**config.mk**
```make
export PLATFORM = sky130hd
export DESIGN_NAME = olmc_cell
export DESIGN_NICKNAME = d
export VERILOG_FILES = /design/src/rtl/olmc_pkg.sv /design/src/rtl/olmc_state_reg.sv /design/src/rtl/olmc_out_path.sv /design/src/rtl/olmc_feedback.sv /design/src/rtl/olmc_cell.sv
export SDC_FILE = /design/constraint.sdc
export NUM_CORES = 1
export LEC_CHECK = 0
export BUFFER_PORTS_ARGS = -buffer_cell sky130_fd_sc_hd__buf_2
export CORE_AREA = 8 8 45 47
export DETAILED_ROUTE_END_ITERATION = 12
export DIE_AREA = 0 0 53 55
export SLEW_MARGIN = 20
export SYNTH_ARGS = -nofsm -noshare
export SYNTH_HDL_FRONTEND = slang
export SYNTH_SLANG_ARGS = --single-unit
```
**constraint.sdc**
```tcl
create_clock -name clk -period 0.8 [get_ports clk]
set_input_delay 0 -clock clk [delete_from_list [all_inputs] [get_ports clk]]
set_output_delay 0 -clock clk [all_outputs]
set_load 0.01 [all_outputs]
```
**src/rtl/olmc_pkg.sv**
```systemverilog
// Package: shared encodings for the output macrocell.
// Assumes single-bit configuration fields decoded by every cell alike.
package olmc_pkg;
    typedef enum logic {
        MODE_REG  = 1'b0,
        MODE_COMB = 1'b1
    } olmc_mode_e;

    typedef enum logic {
        POL_INV  = 1'b0,
        POL_TRUE = 1'b1
    } olmc_pol_e;
endpackage

```
**src/rtl/olmc_state_reg.sv**
```systemverilog
// Module: olmc_state_reg
// The stored bit of the cell. Priority from highest: asynchronous clear,
// synchronous power-on reset, preload, synchronous set, sum term.
// Assumes async_clr is already qualified by the array and free of glitches.
module olmc_state_reg (
    input  logic clk,
    input  logic rst_n,
    input  logic async_clr,
    input  logic sync_set,
    input  logic preload_en,
    input  logic preload_val,
    input  logic d_in,
    output logic q
);
    // Register update with the clear acting outside the clock.
    always_ff @(posedge clk or posedge async_clr) begin
        if (async_clr)
            q <= 1'b0;
        else if (!rst_n)
            q <= 1'b0;
        else if (preload_en)
            q <= preload_val;
        else if (sync_set)
            q <= 1'b1;
        else
            q <= d_in;
    end

    assert_por_clear_R1: assert property (@(posedge clk) disable iff (async_clr)
        $past(!rst_n) |-> (q == 1'b0));

    assert_clear_holds_R5: assert property (@(posedge clk) disable iff (!rst_n)
        (async_clr && $past(async_clr)) |-> (q == 1'b0));

    assert_preset_R6: assert property (@(posedge clk) disable iff (!rst_n || async_clr)
        (sync_set && !preload_en) |=> (q == 1'b1));

    assert_preload_R7: assert property (@(posedge clk) disable iff (!rst_n || async_clr)
        preload_en |=> (q == $past(preload_val)));

    assert_capture_R2: assert property (@(posedge clk) disable iff (!rst_n || async_clr)
        (!preload_en && !sync_set) |=> (q == $past(d_in)));
endmodule

```
**src/rtl/olmc_out_path.sv**
```systemverilog
// Module: olmc_out_path
// Selects the registered or combinational source and applies the polarity.
// Assumes the enable term passes straight to the pin driver.
module olmc_out_path
    import olmc_pkg::*;
(
    input  olmc_mode_e mode,
    input  olmc_pol_e  pol,
    input  logic       sum_term,
    input  logic       q,
    input  logic       oe_term,
    output logic       pin_out,
    output logic       pin_oe
);
    logic src;

    // Choose the data source and apply polarity.
    always_comb begin
        src     = (mode == MODE_COMB) ? sum_term : q;
        pin_out = (pol == POL_TRUE) ? src : ~src;
        pin_oe  = oe_term;
    end
endmodule

```
**src/rtl/olmc_feedback.sv**
```systemverilog
// Module: olmc_feedback
// Builds the feedback pair sent to the array. Registered mode uses the
// complemented register. Combinational mode uses the level on the pin.
// Assumes an undriven pin reads pin_in.
module olmc_feedback
    import olmc_pkg::*;
(
    input  olmc_mode_e mode,
    input  logic       q,
    input  logic       pin_out,
    input  logic       pin_oe,
    input  logic       pin_in,
    output logic       fb_pos,
    output logic       fb_neg
);
    logic pin_level;

    // Resolve the pin level and pick the feedback source.
    always_comb begin
        pin_level = pin_oe ? pin_out : pin_in;
        fb_pos    = (mode == MODE_COMB) ? pin_level : ~q;
        fb_neg    = ~fb_pos;
    end
endmodule

```
**src/rtl/olmc_cell.sv**
```systemverilog
// Module: olmc_cell (top)
// One configurable output cell. It contains the state register, the output
// path and the feedback select.
// Assumes configuration inputs stay static during normal operation.
module olmc_cell
    import olmc_pkg::*;
(
    input  logic clk,
    input  logic rst_n,
    input  logic mode_sel,
    input  logic pol_sel,
    input  logic sum_term,
    input  logic oe_term,
    input  logic async_clr,
    input  logic sync_set,
    input  logic preload_en,
    input  logic preload_val,
    input  logic pin_in,
    output logic pin_out,
    output logic pin_oe,
    output logic fb_pos,
    output logic fb_neg
);
    olmc_mode_e mode;
    olmc_pol_e  pol;
    logic       q;

    // Decode the configuration bits into typed fields.
    always_comb begin
        mode = olmc_mode_e'(mode_sel);
        pol  = olmc_pol_e'(pol_sel);
    end

    olmc_state_reg u_reg (
        .clk         (clk),
        .rst_n       (rst_n),
        .async_clr   (async_clr),
        .sync_set    (sync_set),
        .preload_en  (preload_en),
        .preload_val (preload_val),
        .d_in        (sum_term),
        .q           (q)
    );

    olmc_out_path u_out (
        .mode     (mode),
        .pol      (pol),
        .sum_term (sum_term),
        .q        (q),
        .oe_term  (oe_term),
        .pin_out  (pin_out),
        .pin_oe   (pin_oe)
    );

    olmc_feedback u_fb (
        .mode    (mode),
        .q       (q),
        .pin_out (pin_out),
        .pin_oe  (pin_oe),
        .pin_in  (pin_in),
        .fb_pos  (fb_pos),
        .fb_neg  (fb_neg)
    );

    assert_reg_pin_R2: assert property (@(posedge clk) disable iff (!rst_n)
        (!mode_sel) |-> (pin_out == (pol_sel ? q : !q)));

    assert_comb_pin_R3: assert property (@(posedge clk) disable iff (!rst_n)
        mode_sel |-> (pin_out == (pol_sel ? sum_term : !sum_term)));

    assert_reg_fb_R8: assert property (@(posedge clk) disable iff (!rst_n)
        (!mode_sel) |-> (fb_neg == q && fb_pos == !q));

    assert_undriven_fb_R9: assert property (@(posedge clk) disable iff (!rst_n)
        (mode_sel && !oe_term) |-> (fb_pos == pin_in && fb_neg == !pin_in));
endmodule

```
### Word level (Yosys, flattened, before mapping)

Index checks and enable logic that the tools add are counted.

* multiplexer cells: 7
* bitwise logic cells: 3

Operators with widths (count)
* 1-bit 2-to-1 mux: 7
* 1-bit NOT: 3

* register bits: 1
* logic and storage cells: 11

### Longest topological paths before layout

Gate-level depths: netlist of run 1.

* depth in word-level cells: 6
* gate-level depth with buffers: 2

### By module

A second synthesis of run 1 with hierarchy kept.

* cell total of the unflattened synthesis: 10
* area total of the unflattened synthesis: 106.4 um^2

By module, submodules not included
* olmc_state_reg: cells each 4, area an instance 45.0 um^2, times used 1, sequential area each 25.0 um^2
* olmc_feedback: cells each 3, area an instance 35.0 um^2, times used 1, sequential area each 0.0 um^2
* olmc_out_path: cells each 3, area an instance 26.3 um^2, times used 1, sequential area each 0.0 um^2

### Worst setup path before layout of run 1

Ideal clock, no wire load.

* path kind: register -> output
* start: register u_reg.q
* end: output port pin_out
* setup slack: 57 ps
* buffers on the path: 0
* cell stages (with the launch flop): 3
* data arrival time: 743 ps
* data required time: 800 ps
* path through: dfrtp_1 > mux2i_1 > xor2_1

* longest elaborated chain between the ends: 3

RTL lines
* from (decl): line olmc_state_reg.sv:13 `output logic q`
* from (signal assigned): line olmc_state_reg.sv:22 `q <= preload_val;`
* from (signal assigned): line olmc_state_reg.sv:26 `q <= d_in;`
* 1-bit 2-to-1 mux (*): line olmc_out_path.sv:19 `src = (mode == MODE_COMB) ? sum_term : q;`
* 1-bit NOT: line olmc_out_path.sv:20 `pin_out = (pol == POL_TRUE) ? src : ~src;`
* 1-bit 2-to-1 mux (*): line olmc_out_path.sv:20
* to (decl): line olmc_cell.sv:19 `output logic pin_out,`

Every way passes the cells marked *; elsewhere a longest branch is shown, timed or not.

### Worst setup path in the final report of run 1

Same ends and word-level chain as after synthesis.

==> flow_summary.yaml, run 1 <==
status:
  status: "finished, final reports clean"
sta:
  slew_violations: 0
  hold_viol: 0
  worst_pin_slew_ps: 217.7
  relSlewSlack: 0.8538
  rsz0062_at_grt: "true"
  finalCriticalPeriod_ps: 795.6
  min_period_over_period: 0.9945
  fmax_mhz: 1257
  setup_viol_count_final: 0
synthesis:
  synthesis.area_um2: 116.4
  syn_avg_cell_area_um2: 8.951
  synthesis.nets: 24
  synth.ff_latch_count: 1
  ys_warn_count: 0
  post-synth-top-area-cell: "dfrtp_1"
  yosysSeqAreaShare: 0.2151
  synthTopCellsByArea: "dfrtp_1 (22%), nand2b_1 (11%), mux2i_1 (8.6%)"
  syn-instance-count: 13
  synth_top_area_frac: 0.2151
  yosys.cell_types.count: 12
critical_path:
  cp_max_fo: 2
  cp-end-kind: "output pin"
  worstPathRequired_ps: 800
  path_class: "flop to output pin"
  worst_ep_arrival_time_ps: 800
  slowest_delay_ps: 350
  startpoint_type: "flop"
  critical_path_depth: 3
  worstPathCellList: "mux2i_1 -> xor2_1 -> buf_2"
  cp_slowest_cell: "dfrtp_1"
  crit_family: "flip-flops"
  crit_buf_inv: 1
routing:
  routed_via_density: 3.568
  wl_um: 386
  drtPass1Iterations: 2
  drc: 0
  dr_wl_met2_um: 105
  dr.first_iter.drc_count: 1
  ant_nets: 0
  vias: 157
  post_drt_wl_per_cell_um: 8.773
  m1WireLength_um: 186
  highest_layer: "met3"
  wl_met3_um: 94
worst_hold_path:
  worstHoldEndpoint: "pin_oe"
  hold_depth: 2
  hp-start: "oe_term"
  hold_class: "primary input to output pin"
power:
  max-vdd-ir-drop_v: 0.0003038
  powerDensity_nw_per_um2: 754.9
  finalPower_uw: 169.1
  leakagePower_nw: 0.1205
floorplan:
  die_height_um: 55
  core_area_um2: 1384
  dieArea_um2: 2915
  dieWidth_um: 53
  rows: 14
  initial_core_util: 0.08409
  pin_count: 15
cts:
  clkSlewWorstSetupHoldPaths_ps: 0
placement:
  portBuffers: 14
  place_inst: 42
  gp_congestion: 0.6356
final_layout:
  largest-register: "u_reg.q"
  final_cell_count_no_fill: 44
  finalNetCount: 41
  final_layout_size_suffix_gt1_frac: 0.5714
  top_regs: "u_reg.q: 1 flops"
  antenna_cells: 0
  nFillCells: 152
  largest_reg_flops: 1
  final_common_cell: "buf_2"
  syn2layout_area_growth_pct: 92.47
global_route:
  antenna_found_initial: 0
  grt_usage: 0.02728
  grt_max_degree: 5
  grt_pass1_vias: 179
  grt_pass1_wl_um: 662
  overflow: 0
job:
  maxCapViolations: 0
-- area by class of cell --
cell class	count	area, um^2	area share
Timing Repair Buffer	16	87.58	0.3911
Sequential cell	1	25.02	0.1117
Multi-Input combinational cell	10	87.58	0.3911
Inverter	1	3.754	0.01676
Tap cell	16	20.02	0.08939
-- routing by layer --
| metal | GRT usage | vias to the layer above |
|---|---|---|
| li1 | - | 77 |
| met1 | 0.03631 | 65 |
| met2 | 0.04102 | 15 |
| met3 | 0.01337 | 0 |
| met4 | 0 | 0 |
| met5 | 0 | - |
-- cell families after synthesis --
logic type	share of synthesized area
DFF	0.2150
muxes	0.08602
xor gates and xnor gates	0.1506
and+or+nand+nor	0.2150
AOI/OAI and AO/OA	0.2366
buffers and inverters	0.09677
-- through the flow --
| stage | hold slack, ps | TNS [ps] | utilization | setup WS [ps] | area (um^2) |
|---|---|---|---|---|---|
| floorplan | -271.3 | 0 | - | 57.11 | 116.4 |
| detailed placement | -164.6 | -10.99 | 0.1438 | -10.99 | 198.9 |
| CTS | 220.0 | -8.365 | 0.1510 | -8.365 | 209.0 |
| finish | 219.3 | 0 | 0.1618 | 4.376 | 224.0 |
| global route | 233.4 | -102.0 | 0.1618 | -84.43 | 224.0 |
| global placement | -163.3 | -0.1694 | 0.1438 | -0.1694 | 198.9 |
-- worst max path at each step --
stage          startpoint  endpoint  slack [ps]
4_1_cts           u_reg.q   pin_out          -8
6_report          u_reg.q   pin_out           4
3_5_place_dp      u_reg.q   pin_out         -10
5_1_grt           u_reg.q   pin_out         -80
2_1_floorplan     u_reg.q   pin_out          60
3_3_place_gp      u_reg.q   pin_out        -0.2
-- cells in the mapped netlist --
| cell type | instances |
|---|---|
| xnor2_1 | 1 |
| inv_1 | 1 |
| mux2i_1 | 1 |
| or3b_1 | 1 |
| nand2_1 | 1 |
| dfrtp_1 | 1 |
| nand2b_1 | 2 |
| o211ai_1 | 1 |
| o211a_1 | 1 |
| o311a_1 | 1 |
| xor2_1 | 1 |
| buf_4 | 1 |
-- timing repair --
| action | in CTS | in global routing |
|---|---|---|
| resized for setup | 0 | 1 |
| hold endpoints to repair | 1 | 0 |
| pin swaps | 1 | 1 |
| buffers inserted | 0 | 1 |
| setup endpoints to repair | 1 | 2 |
| hold buffers | 1 | 0 |
-- power by group --
part	internal [mW]	switching [mW]	total, mW
sequential	0.0551	0.00152	0.0566
combinational	0.0626	0.0499	0.112
clock	0	0	0
total	0.118	0.0514	0.169
No activity file was read; power rests on OpenSTA's default activity.
==> inputs of run 2 (changes only) <==
--- a/config.mk
+++ b/config.mk
@@ -9,6 +9,7 @@
 export CORE_AREA = 8 8 45 47
 export DETAILED_ROUTE_END_ITERATION = 12
 export DIE_AREA = 0 0 53 55
+export SETUP_SLACK_MARGIN = 0.1
 export SLEW_MARGIN = 20
 export SYNTH_ARGS = -nofsm -noshare
 export SYNTH_HDL_FRONTEND = slang
==> run 2 against run 1 <==
Against the previous run:
- the run now ends with setup timing left
- sequential cell count stayed put
- critical path depth stayed put
- sequential power hardly changed
- utilization is 0.99 points higher
- largest power group unchanged
- wire length is 1.6% higher
- first-iteration DRC count is 100% lower
- cell count stayed put
==> flow_summary.yaml, run 2 (synthesis results as in run 1) <==
final_layout:
  final_common_cell: "buf_2"
  multi_input_area_um2: 82.58
  largest_reg_flops: 1
  post-route-util: 0.1718
  final_cell_mix: "buf_2 (11), buf_6 (3), nand2b_1 (2)"
  top_regs: "u_reg.q: 1 flops"
  largest-register: "u_reg.q"
  syn2layout_area_growth_pct: 104.3
  antenna_cells: 0
  final_layout_size_suffix_gt1_frac: 0.5714
  nFillCells: 152
  regArea_um2: 25.02
  finalNetCount: 41
floorplan:
  core_area_um2: 1384
  pin_count: 15
  rows: 14
  dieWidth_um: 53
  die_height_um: 55
  dieArea_um2: 2915
  initial_core_util: 0.08409
job:
  maxCapViolations: 0
critical_path:
  critical_path_depth: 3
  path_class: "flop to output pin"
  slowest_delay_ps: 350
  crit_family: "flip-flops"
  crit_buf_inv: 1
  worstPathCellList: "mux2i_1 -> xor2_1 -> buf_2"
  cp_max_fo: 2
  worst_ep_arrival_time_ps: 830
  cp_slowest_cell: "dfrtp_1"
  cp-end-kind: "output pin"
  worstPathRequired_ps: 800
  startpoint_type: "flop"
cts:
  clkSlewWorstSetupHoldPaths_ps: 0
power:
  max-vdd-ir-drop_v: 0.0003605
  powerDensity_nw_per_um2: 734.1
  leakagePower_nw: 0.1215
routing:
  dr.first_iter.drc_count: 0
  wl_um: 392
  ant_nets: 0
  routed_via_density: 3.477
  post_drt_wl_per_cell_um: 8.909
  drc: 0
  vias: 153
  drtPass1Iterations: 1
status:
  status: "complete, but fails checks"
  violations: "setup timing"
placement:
  gp_congestion: 0.6556
  portBuffers: 14
worst_hold_path:
  hold_class: "primary input to flop"
  hold_depth: 2
sta:
  slew_violations: 0
  final.setup.tns_ps: -30.49
  setup_viol_count_final: 1
  finalCriticalPeriod_ps: 830.5
  rsz0062_at_grt: "true"
  min_period_over_period: 1.038
  relSlewSlack: 0.8632
  worst_slack_ps: -30.49
  fmax_mhz: 1204
  hold_viol: 0
  worst_pin_slew_ps: 203.8
global_route:
  overflow: 0
  grt_usage: 0.02400
  grt_pass1_wl_um: 586
  grt_max_degree: 5
  grt_pass1_vias: 155
  antenna_found_initial: 0
## run 2: cell type report
type,instances,share of cell area
Timing Repair Buffer,16,0.4474
Multi-Input combinational cell,10,0.3474
Sequential cell,1,0.1053
Tap cell,16,0.08421
Inverter,1,0.01579
## run 2: routing by layer
metal / vias to the layer above / part of all wire / GRT usage
met5: - / 0 / 0
met4: 0 / 0 / 0
met3: 0 / 0.28 / 0.01872
met2: 15 / 0.23 / 0.02930
met1: 61 / 0.49 / 0.03328
li1: 77 / - / -
## run 2: power breakdown
part / leakage, nW / internal [mW] / switching, mW
logic: 0.109 / 0.0693 / 0.0484
clock network: 0 / 0 / 0
registers: 0.0125 / 0.0551 / 0.00170
## run 2: final timing paths
path	from	end	slack [ps]
worst max-delay path	u_reg.q	pin_out	-30
worst min-delay path	rst_n	u_reg.q	250
max in group asynchronous	async_clr	u_reg.q	330
min in group asynchronous	async_clr	u_reg.q	380
## run 2: timing repair
| item | CTS | global route |
|---|---|---|
| hold buffers | 1 | 0 |
| gates resized for setup | 2 | 2 |
| setup endpoints to repair | 3 | 3 |
| buffers inserted | 1 | 0 |
| pin swaps | 3 | 2 |
| hold endpoints to repair | 1 | 0 |
## run 2: through the flow
step	instance area, um^2	instances	hold WS [ps]	worst slack, ps	total power, mW
2_1_floorplan	116.4	13	-271.3	58.65	0.1061
3_3_place_gp	198.9	42	-162.4	0.4964	0.1554
3_5_place_dp	198.9	42	-162.5	-33.98	0.1572
4_1_cts	229.0	44	254.5	-33.98	0.1711
5_1_grt	237.7	44	263.3	-107.1	0.1858
6_report	237.7	44	253.5	-30.49	0.1745
==> inputs of run 3 (changes only) <==
--- a/config.mk
+++ b/config.mk
@@ -9,6 +9,7 @@
 export CORE_AREA = 8 8 45 47
 export DETAILED_ROUTE_END_ITERATION = 12
 export DIE_AREA = 0 0 53 55
+export PLACE_DENSITY_LB_ADDON = 0.25
 export SETUP_SLACK_MARGIN = 0.1
 export SLEW_MARGIN = 20
 export SYNTH_ARGS = -nofsm -noshare
==> run 3 against run 2 <==
Against the previous run:
- the run still ends with setup timing left
- first-iteration DRC count is the same
- utilization grew 0.45 points
- critical path depth is the same
- combinational power grew 6%
- final area grew 2.6%
- maximum frequency grew 2.1%
- sequential share of layout area shrank 0.27 points
- cell count is the same
- global-route usage grew 0.22 points
- wire length grew 2.6%
==> flow_summary.yaml, run 3 (synthesis results as in run 1) <==
status:
  status: "complete, but fails checks"
  violations: "setup timing"
global_route:
  antenna_found_initial: 0
  grt_usage: 0.02619
  grt_max_degree: 5
  overflow: 0
  grt_pass1_wl_um: 614
  grt_pass1_vias: 149
placement:
  place_ws_ps: -10.51
  gp_congestion: 0.5970
  postPlaceCellArea_um2: 198.9
  place_inst: 42
  portBuffers: 14
floorplan:
  dieWidth_um: 53
  initial_core_util: 0.08409
  rows: 14
  die_height_um: 55
  core_area_um2: 1384
  dieArea_um2: 2915
  pin_count: 15
sta:
  worst_slack_ps: -13.33
  setup_viol_count_final: 1
  finalCriticalPeriod_ps: 813.3
  fmax_mhz: 1230
  min_period_over_period: 1.017
  relSlewSlack: 0.8867
  hold_viol: 0
  slew_violations: 0
  holdWs_ps: 251.3
  rsz0062_at_grt: "true"
  worst_pin_slew_ps: 165.2
  final.setup.tns_ps: -13.33
power:
  pwr-share-clk: 0
  max-vdd-ir-drop_v: 0.0004026
  powerDensity_nw_per_um2: 747.2
  switching_share: 0.2838
  power_frac_seq: 0.313
  internal_power_uw: 130.6
  switchingPower_uw: 51.74
  finalPower_uw: 182.3
  leakagePower_nw: 0.1240
  p_comb_frac: 0.687
final_layout:
  design_area_um2: 244.0
  largest_reg_flops: 1
  top_regs: "u_reg.q: 1 flops"
  final_cell_count_no_fill: 44
  largest-register: "u_reg.q"
  antenna_cells: 0
  post-route-util: 0.1763
  final_cell_mix: "buf_2 (10), buf_6 (4), nand2b_1 (2)"
  nFillCells: 152
  final_common_cell: "buf_2"
  final_layout_size_suffix_gt1_frac: 0.5714
  syn2layout_area_growth_pct: 109.7
  multi_input_area_um2: 82.58
  finalNetCount: 41
  regArea_um2: 25.02
critical_path:
  path_class: "flop to output pin"
  cp-end-kind: "output pin"
  worstPathRequired_ps: 800
  cp_slowest_cell: "dfrtp_1"
  startpoint_type: "flop"
  crit_family: "flip-flops"
  worstPathCellList: "mux2i_1 -> xor2_1 -> buf_2"
  worst_ep_arrival_time_ps: 810
  crit_buf_inv: 1
  slowest_delay_ps: 360
  cp_max_fo: 2
routing:
  post_drt_wl_per_cell_um: 9.136
  dr_wl_met2_um: 94
  drtPass1Iterations: 1
  wl_um: 402
  vias: 156
  routed_via_density: 3.545
  drc: 0
  wl_met3_um: 102
  highest_layer: "met3"
  dr.first_iter.drc_count: 0
  ant_nets: 0
  m1WireLength_um: 205
worst_hold_path:
  hold_class: "primary input to flop"
cts:
  clkSlewWorstSetupHoldPaths_ps: 0
job:
  maxCapViolations: 0
-- run 3: cell count changes in the layout (fill, tap and decap cells not counted) --
cell	change
buf_2	-1
buf_6	+1
-- run 3: worst paths after layout --
path / depth (start not counted) / startpoint / end / slack (ps)
max in group asynchronous: 3 / async_clr / u_reg.q / 330
min: 2 / rst_n / u_reg.q / 250
min in group asynchronous: 3 / async_clr / u_reg.q / 380
max: 3 / u_reg.q / pin_out / -10
-- run 3: what timing repair did --
item / CTS / global route
hold endpoints to repair: 1 / 0
setup buffers: 1 / 0
pin swaps: 3 / 1
hold buffers: 1 / 0
resized for setup: 3 / 3
setup endpoints to repair: 3 / 3
-- run 3: metal layers --
layer | GRT usage | vias to the layer above
met3 | 0.02139 | 0
met2 | 0.02734 | 15
met4 | 0 | 0
met5 | 0 | -
met1 | 0.03933 | 65
li1 | - | 76
-- run 3: final cells by class --
type | count | area share
Tap cell | 16 | 0.08205
Timing Repair Buffer | 16 | 0.4615
Multi-Input combinational cell | 10 | 0.3385
Inverter | 1 | 0.01538
Sequential cell | 1 | 0.1026
-- run 3: power groups by stage --
stage,combinational (mW),clock (mW),sequential (mW)
after floorplan,0.0497,0,0.0564
after global placement,0.102,0,0.0565
after detailed placement,0.100,0,0.0569
after CTS,0.120,0,0.0569
after global routing,0.137,0,0.0575
final,0.125,0,0.0570
